## src/rtl/lockguard_pkg.sv

```systemverilog
package lockguard_pkg;

   // One bit per access kind, shared by requests and grants
   typedef struct packed {
      logic tbl;
      logic ifetch;
      logic prog;
      logic verify;
      logic xfetch;
   } acc_t;

   localparam int ACC_W = $bits(acc_t);

endpackage

```

## src/rtl/lockguard_decode.sv

```systemverilog
module lockguard_decode #(
   parameter int NUM_LOCK = 3,
   parameter int LVL_W    = $clog2(NUM_LOCK + 1)
) (
   input  logic [NUM_LOCK-1:0] lock_prog,
   output logic [LVL_W-1:0]    level
);

   // Ascending scan: the highest programmed bit wins, so a skipped
   // lower bit never lowers the level (fail-safe).
   always_comb begin
      level = '0;
      for (int i = 0; i < NUM_LOCK; i++) begin
         if (lock_prog[i]) level = LVL_W'(i + 1);
      end
   end

endmodule

```

## src/rtl/lockguard_ealatch.sv

```systemverilog
module lockguard_ealatch (
   input  logic clk,
   input  logic rst,
   input  logic ea_pin,
   input  logic guard_on,
   output logic ea_mismatch
);

   logic rst_d;
   logic ea_q;
   logic ea_eff;

   always_ff @(posedge clk) begin
      rst_d <= rst;
   end

   // Held value has no reset: it is undefined until the first release
   always_ff @(posedge clk) begin
      if (rst_d && !rst) ea_q <= ea_pin;
   end

   // On the release edge itself the captured value is the live pin
   assign ea_eff      = rst_d ? ea_pin : ea_q;
   assign ea_mismatch = guard_on && (ea_eff != ea_pin);

endmodule

```

## src/rtl/lockguard_policy.sv

```systemverilog
module lockguard_policy
   import lockguard_pkg::*;
#(
   parameter int LVL_W      = 2,
   parameter int TBL_LVL    = 1,
   parameter int PROG_LVL   = 1,
   parameter int VERIFY_LVL = 2,
   parameter int XFETCH_LVL = 3
) (
   input  logic [LVL_W-1:0] level,
   input  logic             tbl_ext,
   input  logic             mismatch,
   input  acc_t             req,
   output acc_t             gnt
);

   logic tbl_blk, prog_blk, ver_blk, xf_blk;

   assign tbl_blk  = tbl_ext && (level >= LVL_W'(TBL_LVL));
   assign prog_blk = level >= LVL_W'(PROG_LVL);
   assign ver_blk  = level >= LVL_W'(VERIFY_LVL);
   assign xf_blk   = level >= LVL_W'(XFETCH_LVL);

   always_comb begin
      gnt.tbl    = req.tbl && !tbl_blk && !mismatch;
      gnt.ifetch = req.ifetch && !mismatch;
      gnt.prog   = req.prog && !prog_blk;
      gnt.verify = req.verify && !ver_blk;
      gnt.xfetch = req.xfetch && !xf_blk;
   end

endmodule

```

## src/rtl/lockguard_top.sv

```systemverilog
module lockguard_top
   import lockguard_pkg::*;
#(
   parameter int NUM_LOCK   = 3,
   parameter int TBL_LVL    = 1,
   parameter int PROG_LVL   = 1,
   parameter int VERIFY_LVL = 2,
   parameter int XFETCH_LVL = 3,
   parameter bit REG_OUT    = 1'b1
) (
   input  logic                clk,
   input  logic                rst,
   input  logic [NUM_LOCK-1:0] lock_prog,
   input  logic                ea_pin,
   input  logic                tbl_ext,
   input  logic                tbl_req,
   input  logic                ifetch_req,
   input  logic                prog_req,
   input  logic                verify_req,
   input  logic                xfetch_req,
   output logic                tbl_gnt,
   output logic                ifetch_gnt,
   output logic                prog_gnt,
   output logic                verify_gnt,
   output logic                xfetch_gnt,
   output logic                ea_mismatch
);

   localparam int LVL_W = $clog2(NUM_LOCK + 1);

   generate
      if (NUM_LOCK < 1 || NUM_LOCK > 7) begin : g_bad_num
         $error("NUM_LOCK must lie in 1..7");
      end
      if (TBL_LVL < 1 || TBL_LVL > NUM_LOCK || PROG_LVL < 1 || PROG_LVL > NUM_LOCK ||
          VERIFY_LVL < 1 || VERIFY_LVL > NUM_LOCK ||
          XFETCH_LVL < 1 || XFETCH_LVL > NUM_LOCK) begin : g_bad_lvl
         $error("every blocking level must lie in 1..NUM_LOCK");
      end
   endgenerate

   logic [LVL_W-1:0] level;
   logic             guard_on;
   logic             mm_raw;
   acc_t             req, gnt_raw;

   assign req = '{tbl: tbl_req, ifetch: ifetch_req, prog: prog_req,
                  verify: verify_req, xfetch: xfetch_req};

   lockguard_decode #(.NUM_LOCK(NUM_LOCK), .LVL_W(LVL_W)) u_decode (
      .lock_prog (lock_prog),
      .level     (level)
   );

   assign guard_on = level != '0;

   lockguard_ealatch u_ealatch (
      .clk         (clk),
      .rst         (rst),
      .ea_pin      (ea_pin),
      .guard_on    (guard_on),
      .ea_mismatch (mm_raw)
   );

   lockguard_policy #(
      .LVL_W(LVL_W), .TBL_LVL(TBL_LVL), .PROG_LVL(PROG_LVL),
      .VERIFY_LVL(VERIFY_LVL), .XFETCH_LVL(XFETCH_LVL)
   ) u_policy (
      .level    (level),
      .tbl_ext  (tbl_ext),
      .mismatch (mm_raw),
      .req      (req),
      .gnt      (gnt_raw)
   );

   acc_t gnt_o;
   logic mm_o;

   generate
      if (REG_OUT) begin : g_reg
         always_ff @(posedge clk) begin
            if (rst) begin
               gnt_o <= '0;
               mm_o  <= 1'b0;
            end else begin
               gnt_o <= gnt_raw;
               mm_o  <= mm_raw;
            end
         end
      end else begin : g_comb
         assign gnt_o = rst ? '0 : gnt_raw;
         assign mm_o  = !rst && mm_raw;
      end
   endgenerate

   assign tbl_gnt     = gnt_o.tbl;
   assign ifetch_gnt  = gnt_o.ifetch;
   assign prog_gnt    = gnt_o.prog;
   assign verify_gnt  = gnt_o.verify;
   assign xfetch_gnt  = gnt_o.xfetch;
   assign ea_mismatch = mm_o;

endmodule

```

## config.mk

```make
export PLATFORM = sky130hd
export DESIGN_NAME = lockguard_top
export DESIGN_NICKNAME = d
export VERILOG_FILES = /design/src/rtl/lockguard_pkg.sv /design/src/rtl/lockguard_decode.sv /design/src/rtl/lockguard_ealatch.sv /design/src/rtl/lockguard_policy.sv /design/src/rtl/lockguard_top.sv
export SDC_FILE = /design/constraint.sdc
export NUM_CORES = 1
export LEC_CHECK = 0
export ABC_AREA = 1
export BUFFER_PORTS_ARGS = -buffer_cell sky130_fd_sc_hd__buf_2
export CAP_MARGIN = 10
export CORE_AREA = 2 2 39 41
export CTS_CLUSTER_DIAMETER = 120
export CTS_CLUSTER_SIZE = 28
export DETAILED_ROUTE_END_ITERATION = 6
export DIE_AREA = 0 0 41 43
export GPL_TIMING_DRIVEN = 0
export SLEW_MARGIN = 10
export SYNTH_ARGS = -nofsm -noshare
export SYNTH_HDL_FRONTEND = slang
export SYNTH_HIERARCHICAL = 1
export SYNTH_SLANG_ARGS = --single-unit
```

## constraint.sdc

```tcl
create_clock -name clk -period 1.4 [get_ports clk]
set_clock_uncertainty 0.1 [all_clocks]
set_input_delay 0.14 -clock clk [delete_from_list [all_inputs] [get_ports clk]]
set_output_delay 0.14 -clock clk [all_outputs]
set_load 0.02 [all_outputs]
```

Word-level counts from Yosys, hierarchy flattened
Index checks and enable logic that the tools add are counted.
{"block": "totals", "reg_bits": 8, "output_inout_bits": 6, "word_cells": 32}
{"block": "op_classes", "n_lt_le_gt_ge": 3, "eq_ne": 1, "mux": 4, "n_reduce_logical": 16}
{"cell": "$logic_and 1x1->1", "n": 9}
{"cell": "$logic_not 1->1", "n": 6}
{"cell": "$ge 2x2->1 const B", "n": 2}
{"cell": "$mux 2", "n": 2}
{"cell": "$ge 2x1->1 const B", "n": 1}
{"cell": "$mux 1", "n": 2}
{"cell": "$reduce_bool 2->1", "n": 1}
{"cell": "$ne 1x1->1", "n": 1}

Depth between registers and ports, before layout
Gate-level depths: netlist (run 1).
{"block": "depth", "depth_word": 8, "ltp_mapped": 12}

Cells and area by module
The synthesis (run 1) kept the hierarchy.
{"module": "lockguard_top", "n_inst": 1, "cells_per_inst": 21, "area_per_inst_um2": 176.4, "seq_area_each_um2": 120.1}
{"module": "lockguard_ealatch", "n_inst": 1, "cells_per_inst": 8, "area_per_inst_um2": 81.3, "seq_area_each_um2": 50.0}
{"module": "lockguard_policy", "n_inst": 1, "cells_per_inst": 12, "area_per_inst_um2": 52.6, "seq_area_each_um2": 0.0}
{"module": "lockguard_decode", "n_inst": 1, "cells_per_inst": 5, "area_per_inst_um2": 18.8, "seq_area_each_um2": 0.0}

Worst setup path after synthesis (run 1)
No wires, ideal clock.
{"block": "synth_path", "path_type": "flip-flop to flip-flop", "from": "reg u_ealatch.ea_q", "to": "reg gnt_o (netlist bit tbl_gnt)", "setup_ps": 109, "arrival_ps": 793, "setup_slack_ps": 398, "stages_incl_launch_ff": 9, "n_path_buf": 0, "cell_sequence": "edfxtp_1 nand2_1 nand3_2 nor2_2 inv_1 nand2_1 nor2_1 inv_1 nor2_1"}
{"item": "from (decl)", "line_no": "lockguard_ealatch.sv:10", "text": "logic ea_q;"}
{"item": "from (signal assigned)", "line_no": "lockguard_ealatch.sv:19", "text": "if (rst_d && !rst) ea_q <= ea_pin;"}
{"item": "to (signal assigned)", "line_no": "lockguard_top.sv:86", "text": "gnt_o <= gnt_raw;"}
{"item": "to (decl)", "line_no": "lockguard_top.sv:76", "text": "acc_t gnt_o;"}

==> results of run 1 <==
## where the power goes
group          switching, W  internal, W
Sequential       0.00000239     0.000242
Clock             0.0000773     0.000109
Combinational     0.0000370    0.0000309
Total              0.000117     0.000382
## timing repair
| item | in CTS | in global routing |
|---|---|---|
| hold endpoints to repair | 2 | 0 |
| hold buffers | 2 | 0 |
| gates resized for setup | 0 | 0 |
| setup buffers | 0 | 0 |
## critical path: cells and delay by family
kind                   cells  cell delay (ps)
buffers and inverters      4              750
and+or+nand+nor            6              360
## stage by stage
stage | hold WS, ps | instances | instance area, um^2 | power [W] | utilization, %
after CTS | 56.6 | 85 | 480 | 0.000512 | 34.7
after global routing | 77.2 | 85 | 480 | 0.000537 | 34.7
after detailed placement | 250 | 79 | 434 | 0.000315 | 31.4
after global placement | 246 | 79 | 434 | 0.000313 | 31.4
final | 65.6 | 85 | 480 | 0.000499 | 34.7
after floorplan | 67.7 | 46 | 329 | 0.000287 | -
## per-layer routing
metal | GRT usage, % | vias up | routed length [um]
met2 | 9.38 | 12 | 271
met1 | 10.1 | 123 | 232
met5 | 0 | - | 0
met3 | 4.71 | 0 | 51
met4 | 6.00 | 0 | 0
li1 | - | 176 | -
## flip-flops by register name, indices dropped and copies added (netlist names)
name	cells
tbl_gnt	1
ifetch_gnt	1
verify_gnt	1
prog_gnt	1
u_ealatch/ea_q	1
ea_mismatch	1
u_ealatch/rst_d	1
xfetch_gnt	1
## path summary, 6_finish.rpt
check	start	cells after the start	endpoint	slack, ps
max	ea_pin	10	tbl_gnt	170
min	verify_req	5	verify_gnt	70
max reg2reg	u_ealatch/ea_q	8	tbl_gnt	300
min reg2reg	u_ealatch/rst_d	2	u_ealatch/ea_q	460
## cell type report
cell class,instances,area (um^2)
Timing Repair Buffer,19,105
Sequential cell,8,170
Clock buffer,4,26.3
Fill cell,159,903
Inverter,15,56.3
Tap cell,16,20.0
Multi-Input combinational cell,23,103
## placed cells by master, fill, tap and decap left out
| cell type | Yosys | final |
|---|---|---|
| edfxtp_1 | 1 | 1 |
| dfxtp_1 | 7 | 7 |
| inv_1 | 14 | 14 |
| clkbuf_4 | 0 | 3 |
| a21boi_0 | 1 | 1 |
| nor2_2 | 1 | 1 |
| nor3b_1 | 1 | 1 |
| inv_2 | 1 | 1 |
| nand2_1 | 6 | 6 |
| dlygate4sd3_1 | 0 | 2 |
| nand3_2 | 1 | 1 |
| buf_2 | 0 | 17 |
| clkbuf_1 | 0 | 1 |
| nor2_1 | 13 | 13 |
## cells by family after synthesis
family | after synthesis | share of synthesized area (%)
AND/OR/NAND/NOR | 22 | 28.9
buffers and inverters | 15 | 17.1
flip-flops | 8 | 51.7
AO/OA/AOI/OAI | 1 | 2.28
==> impl_metrics.json, run 1 <==
{
  "die-area_mm2": 0.00176,
  "syn_nets": 58,
  "root_buffer": "clkbuf_4",
  "crit_arrival_ps": 1270,
  "rsz0062_at_grt": "false",
  "synth_cell_type_count": 10,
  "synthCells": 46,
  "max_cap_violations": 0,
  "avgSynthCellArea_um2": 7.15,
  "drtIter0Drc": 1,
  "hold_viol": 0,
  "syn_area_um2": 329,
  "insertion_delay_ps": 250,
  "ant_nets": 0,
  "grt_max_degree": 9,
  "grt_overflow_total": 0,
  "crit_path_top_delay_cell": "dlygate4sd3_1",
  "cts_max_path_buffers": 2,
  "synth_top_area_share_pct": 42.6,
  "slew_headroom_pct": 90.2,
  "gp_congestion": 0.641,
  "cp-start-kind": "input pin",
  "synth-main-ff-cell": "dfxtp_1",
  "dp_hpwl_um": 462,
  "tns_ps": 0,
  "synth.most_common_cell": "inv_1",
  "synth-seq-area-share_pct": 51.7,
  "fmax_mhz": 812,
  "period_share_pct": 87.9,
  "design.core.area_mm2": 0.00138,
  "cts_buffers": 3,
  "antenna_found_initial": 0,
  "htreeDepth": 1,
  "synthTopCellsByArea": "dfxtp_1 (43%), inv_1 (16%), nor2_1 (15%)",
  "synth_edf_count": 1,
  "via_per_inst": 3.66,
  "post-place-ws_ps": 188,
  "status": "complete, no violations",
  "cts_tree": "built",
  "synth_commonest_cells": "inv_1 (14), nor2_1 (13), dfxtp_1 (7)",
  "io_pins": 18,
  "worst_pin_slew_ps": 146,
  "drt_wl_total_um": 556,
  "crit_type": "in2reg",
  "async_reset_ff_share_pct": 0,
  "clkSlewWorstSetupHoldPaths_ps": 50,
  "worstPathCellList": "dlygate4sd3_1, buf_2, nand2_1, nand3_2, nor2_2, inv_1, nand2_1, nor2_1, inv_1, nor2_1",
  "yosysWarnings": 6,
  "fin_ws_ps": 169,
  "setup_viol": 0,
  "portBuffers": 17,
  "hp-class": "in2reg",
  "ys_ff_latch": 8,
  "drive_above_1_share_pct": 33.3,
  "fin_crit_ps": 1230,
  "yosysTopAreaCell": "dfxtp_1",
  "crit_required_ps": 1440,
  "dieHeight_um": 43,
  "pwr_density_cell_mw_per_mm2": 1040,
  "grt_pass1_wl_um": 897,
  "fin_nets": 82,
  "first_global_vias": 244,
  "cts.sinks": 8,
  "via_count": 311,
  "grt_usage_pct": 7.96,
  "antenna_cells": 0,
  "synthToLayoutAreaGrowth_pct": 46.0,
  "start_util_pct": 23.8,
  "num_rows": 14,
  "die_w_um": 41,
  "drc": 0,
  "p_leak_nw": 0.278,
  "firstDrtPassIters": 2,
  "crit_path_end_kind": "flip-flop",
  "ir_worst_vdd_v": 0.000481,
  "critPathMaxStageDelay_ps": 530,
  "wl_per_cell_um": 6.54,
  "maxSlewViolCount": 0,
  "crit_fanout": 3
}
Power figures use the tool's default switching activity.
==> inputs of run 2 (changes only) <==
CELL_PAD_IN_SITES_DETAIL_PLACEMENT = 2   (was not set)
CELL_PAD_IN_SITES_GLOBAL_PLACEMENT = 2   (was not set)
CORE_AREA = not set   (was 2 2 39 41)
CORE_ASPECT_RATIO = 0.8   (was not set)
CORE_MARGIN = 2   (was not set)
CORE_UTILIZATION = 19   (was not set)
DIE_AREA = not set   (was 0 0 41 43)
PLACE_DENSITY_LB_ADDON = 0.1   (was not set)
==> run 2 against run 1 <==
Sequential power hardly changed. Critical path depth unchanged. Register-to-register slack lost 30 ps. Worst setup slack got worse by 25 ps. Global-route usage up 0.11 points. Final cell count is 5.9% higher. Clock power barely moved. Die area rose by 18%. Maximum frequency fell by 2.0%. Via count up 2.6%. First-iteration DRC count stayed put. Combinational power decreased by 1%. Critical endpoint unchanged. Largest cell class unchanged.
==> impl_metrics.json, run 2 (synthesized netlist as in run 1, its figures left out) <==
{
  "status": "complete, no violations",
  "final_area_um2": 478,
  "power_switching_w": 0.000118,
  "fin_crit_ps": 1260,
  "die-area_mm2": 0.00208,
  "period_share_pct": 89.7,
  "clkSlewWorstSetupHoldPaths_ps": 60,
  "seq_area_um2": 170,
  "fin_nets": 81,
  "top_usage_layer": "met2",
  "hold_viol": 0,
  "multi_input_area_um2": 103,
  "crit_path_end_kind": "flip-flop",
  "portBuffers": 17,
  "dieHeight_um": 41.2,
  "setup_viol": 0,
  "post_cts_buffers": 0,
  "worst_pin_slew_ps": 196,
  "fmax_mhz": 796,
  "n_fill_cell": 208,
  "via_count": 319,
  "crit_required_ps": 1440,
  "wl_per_cell_um": 7.97,
  "via_per_inst": 3.54,
  "use_met2_pct": 15.8,
  "slew_headroom_pct": 86.9,
  "insertion_delay_ps": 250,
  "drive_above_1_share_pct": 33.8,
  "start_util_pct": 20.2,
  "p_leak_nw": 0.274,
  "ir_worst_vdd_v": 0.000308,
  "antenna_cells": 0,
  "cts_tree": "built",
  "dp_hpwl_um": 588,
  "hp-class": "in2reg",
  "switching_share_pct": 23.8,
  "synthToLayoutAreaGrowth_pct": 45.2,
  "grt_pass1_wl_mm": 1.19,
  "mostFrequentLayoutCells": "buf_2 (17), inv_1 (14), nor2_1 (13)",
  "drc": 0,
  "fin_util_pct": 29.4,
  "gp_congestion": 0.637,
  "rsz0062_at_grt": "false",
  "ant_nets": 0,
  "maxSlewViolCount": 0,
  "pwr-share-seq_pct": 49.1,
  "crit_type": "in2reg",
  "cts_max_path_buffers": 2,
  "grt_max_degree": 9,
  "power.combinational.fraction_pct": 13.5,
  "drtIter0Drc": 1,
  "hold_buffers": 1,
  "cts.sinks": 8,
  "use_met1_pct": 9.01,
  "htreeDepth": 1,
  "tns_ps": 0,
  "die_w_um": 50.5,
  "p_int_w": 0.000380,
  "root_buffer": "clkbuf_4",
  "placed_area_um2": 442,
  "final_common_cell": "buf_2",
  "num_rows": 13,
  "power_frac_clock_pct": 37.5,
  "met3_usage_pct": 3.28,
  "first_global_vias": 285,
  "firstDrtPassIters": 2,
  "design.core.area_mm2": 0.00163,
  "grt_usage_pct": 8.06,
  "pwr_density_cell_mw_per_mm2": 1040,
  "crit_arrival_ps": 1290,
  "antenna_found_initial": 0,
  "cts_resized": 0,
  "max_cap_violations": 0,
  "cp-start-kind": "input pin",
  "io_pins": 18,
  "drt_wl_total_um": 717,
  "grt_overflow_total": 0,
  "crit_fanout": 3,
  "cts_buffers": 3
}
run 2: metal layers:
| metal | vias up | routed length (um) |
|---|---|---|
| met1 | 140 | 338 |
| li1 | 171 | - |
| met3 | 0 | 31 |
| met4 | 0 | 0 |
| met2 | 8 | 346 |
| met5 | - | 0 |
run 2: layout make-up:
cell class	instances	share of cell area (%)
clock buffer	4	5.50
inverter	15	11.8
multi-input combinational	23	21.5
sequential	8	35.6
tap	22	5.76
timing repair buffer	18	19.9
run 2: critical path, cell delays in order:
cell and delay, ps:
dlygate4sd3_1 530, buf_2 130, nand2_1 70, nand3_2 60, nor2_2 130, inv_1 50, nand2_1 50, nor2_1 40
inv_1 40, nor2_1 30
run 2: power groups by stage:
stage	Sequential, W	Combinational (W)	Clock [W]
2_1_floorplan	0.000259	0.0000278	0
3_3_place_gp	0.000249	0.0000669	0
3_5_place_dp	0.000250	0.0000672	0
4_1_cts	0.000245	0.0000697	0.000198
5_1_grt	0.000246	0.0000785	0.000214
6_report	0.000245	0.0000672	0.000187
run 2: final timing paths:
kind,from,end,slack [ps],cells past startpoint
max,ea_pin,tbl_gnt,140,10
min,rst,u_ealatch/rst_d,1,1
max reg2reg,u_ealatch/ea_q,tbl_gnt,270,8
min reg2reg,u_ealatch/rst_d,u_ealatch/ea_q,460,2
run 2: through the flow:
stage	cells	setup WS (ps)	hold WS [ps]	power [W]
CTS	90	128	3.80	0.000513
floorplan	46	398	67.7	0.000287
global route	90	31.5	4.93	0.000538
finish	90	144	1.35	0.000499
detailed placement	85	149	252	0.000317
global placement	85	144	249	0.000316
==> inputs of run 3 (changes only) <==
CORE_ASPECT_RATIO = not set   (was 0.8)
SYNTH_HIERARCHICAL = not set   (was 1)
==> run 3 against run 2 <==
Die area fell by 9.1%. Via count fell by 4.1%. Critical path depth fell by 4. Non-clock buffer count rose by 2. Final area fell by 4.2%. Sequential share of layout area rose by 1.6 points. Worst setup slack improved by 120 ps. Global-route usage rose by 0.87 points. Power fell by 0.65%. Critical path type unchanged.
==> impl_metrics.json, run 3 <==
{
  "dp_hpwl_um": 608,
  "die_w_um": 43.5,
  "root_buffer": "clkbuf_4",
  "crit_fanout": 4,
  "dr_wl_met2_um": 380,
  "pwr_density_cell_mw_per_mm2": 1080,
  "num_rows": 14,
  "drive_above_1_share_pct": 35.5,
  "firstDrtPassIters": 1,
  "cts_max_path_buffers": 2,
  "ir_worst_vdd_v": 0.000320,
  "period_share_pct": 81.2,
  "power_w": 0.000495,
  "hold_viol": 0,
  "drtIter0Drc": 0,
  "top_layer": "met3",
  "fin_nets": 75,
  "post-place-ws_ps": 401,
  "ys_ff_latch": 8,
  "crit_arrival_ps": 1170,
  "drt_wl_total_um": 745,
  "antenna_cells": 0,
  "tns_ps": 0,
  "crit_type": "in2reg",
  "synth_cell_type_count": 9,
  "dieHeight_um": 43.5,
  "drc": 0,
  "fin_ws_ps": 264,
  "holdWs_ps": 18.8,
  "cts_tree": "built",
  "worst_pin_slew_ps": 163,
  "cts_buffers": 3,
  "via_count": 306,
  "clkSlewWorstSetupHoldPaths_ps": 50,
  "hp-class": "in2reg",
  "synthToLayoutAreaGrowth_pct": 54.4,
  "cp-start-kind": "input pin",
  "cts.sinks": 8,
  "antenna_found_initial": 0,
  "final_common_cell": "buf_2",
  "drt-met1-wl_um": 316,
  "gp_congestion": 0.636,
  "n_fill_cell": 180,
  "wl_met3_um": 48,
  "synth_edf_count": 1,
  "synth-main-ff-cell": "dfxtp_1",
  "fin_util_pct": 30.8,
  "wl_per_cell_um": 9.55,
  "fin_crit_ps": 1140,
  "max_cap_violations": 0,
  "design.core.area_mm2": 0.00149,
  "async_reset_ff_share_pct": 0,
  "crit_path_end_kind": "flip-flop",
  "ant_nets": 0,
  "grt_overflow_total": 0,
  "insertion_delay_ps": 250,
  "setup_viol": 0,
  "die-area_mm2": 0.00189,
  "status": "complete, no violations",
  "synth.most_common_cell": "nand2_1",
  "io_pins": 18,
  "yosysTopAreaCell": "dfxtp_1",
  "grt_pass1_wl_mm": 1.20,
  "mostFrequentLayoutCells": "buf_2 (17), nand2_1 (11), inv_1 (7), nor2_1 (7), dfxtp_1 (7)",
  "portBuffers": 17,
  "syn_nets": 50,
  "avgSynthCellArea_um2": 7.80,
  "synth_commonest_cells": "nand2_1 (11), dfxtp_1 (7), inv_1 (7), nor2_1 (7), nor3b_1 (2)",
  "p_leak_nw": 0.260,
  "r2r-start": "u_ealatch.ea_q",
  "start_util_pct": 19.9,
  "synth_top_area_share_pct": 47.3,
  "rsz0062_at_grt": "false",
  "htreeDepth": 1,
  "syn_area_um2": 297,
  "grt_usage_pct": 8.93,
  "fmax_mhz": 880,
  "synthTopCellsByArea": "dfxtp_1 (47%), nand2_1 (14%), edfxtp_1 (10%)",
  "cp-startpoint": "lock_prog[2]",
  "synth-seq-area-share_pct": 57.4,
  "first_global_vias": 323,
  "via_per_inst": 3.92,
  "crit_required_ps": 1440,
  "slew_headroom_pct": 89.1,
  "maxSlewViolCount": 0,
  "yosysWarnings": 0,
  "synthCells": 38,
  "min_from": "verify_req",
  "grt_max_degree": 9
}
==> run 3: cell type report <==
type	instances	area, um^2	area share (%)
Inverter	7	26.3	5.74
Sequential cell	8	170	37.2
Multi-Input combinational cell	23	100	21.9
Tap cell	16	20.0	4.37
Clock buffer	4	26.3	5.74
Timing Repair Buffer	20	115	25.1
==> run 3: timing repair <==
action,CTS,global route
hold buffers,3,0
setup buffers,0,0
endpoints found under the hold margin,3,0
gates resized for setup,0,0
==> run 3: stage by stage <==
stage,area [um^2],instances
finish,458,78
global route,458,78
CTS,458,78
detailed placement,402,71
global placement,402,71
floorplan,297,38
==> run 3: cells by family after synthesis <==
group,share of synthesized area (%)
flip-flops,57.4
AND/OR/NAND/NOR,33.8
buffers and inverters,8.86
==> run 3: metal layers <==
metal	GRT usage, %	vias to the layer above
met2	15.8	13
met4	7.27	0
met1	8.48	134
met5	0	-
li1	-	159
met3	2.50	0
==> run 3: power breakdown <==
group / internal [W] / switching, W
registers: 0.000242 / 0.00000272
logic: 0.0000302 / 0.0000342
clock network: 0.000109 / 0.0000775
total: 0.000381 / 0.000114
==> run 3: worst paths after layout <==
check / depth (start not counted) / endpoint / slack (ps)
max: 6 / ea_mismatch / 260
min: 3 / verify_gnt / 20
max reg2reg: 6 / ifetch_gnt / 400
min reg2reg: 3 / ea_mismatch / 450
==> run 3: worst max-delay path: stages <==
cell and delay (ps):
dlygate4sd3_1 520, buf_2 130, nor2_2 130, nand2_2 90, nand3_1 110, nor2_1 40
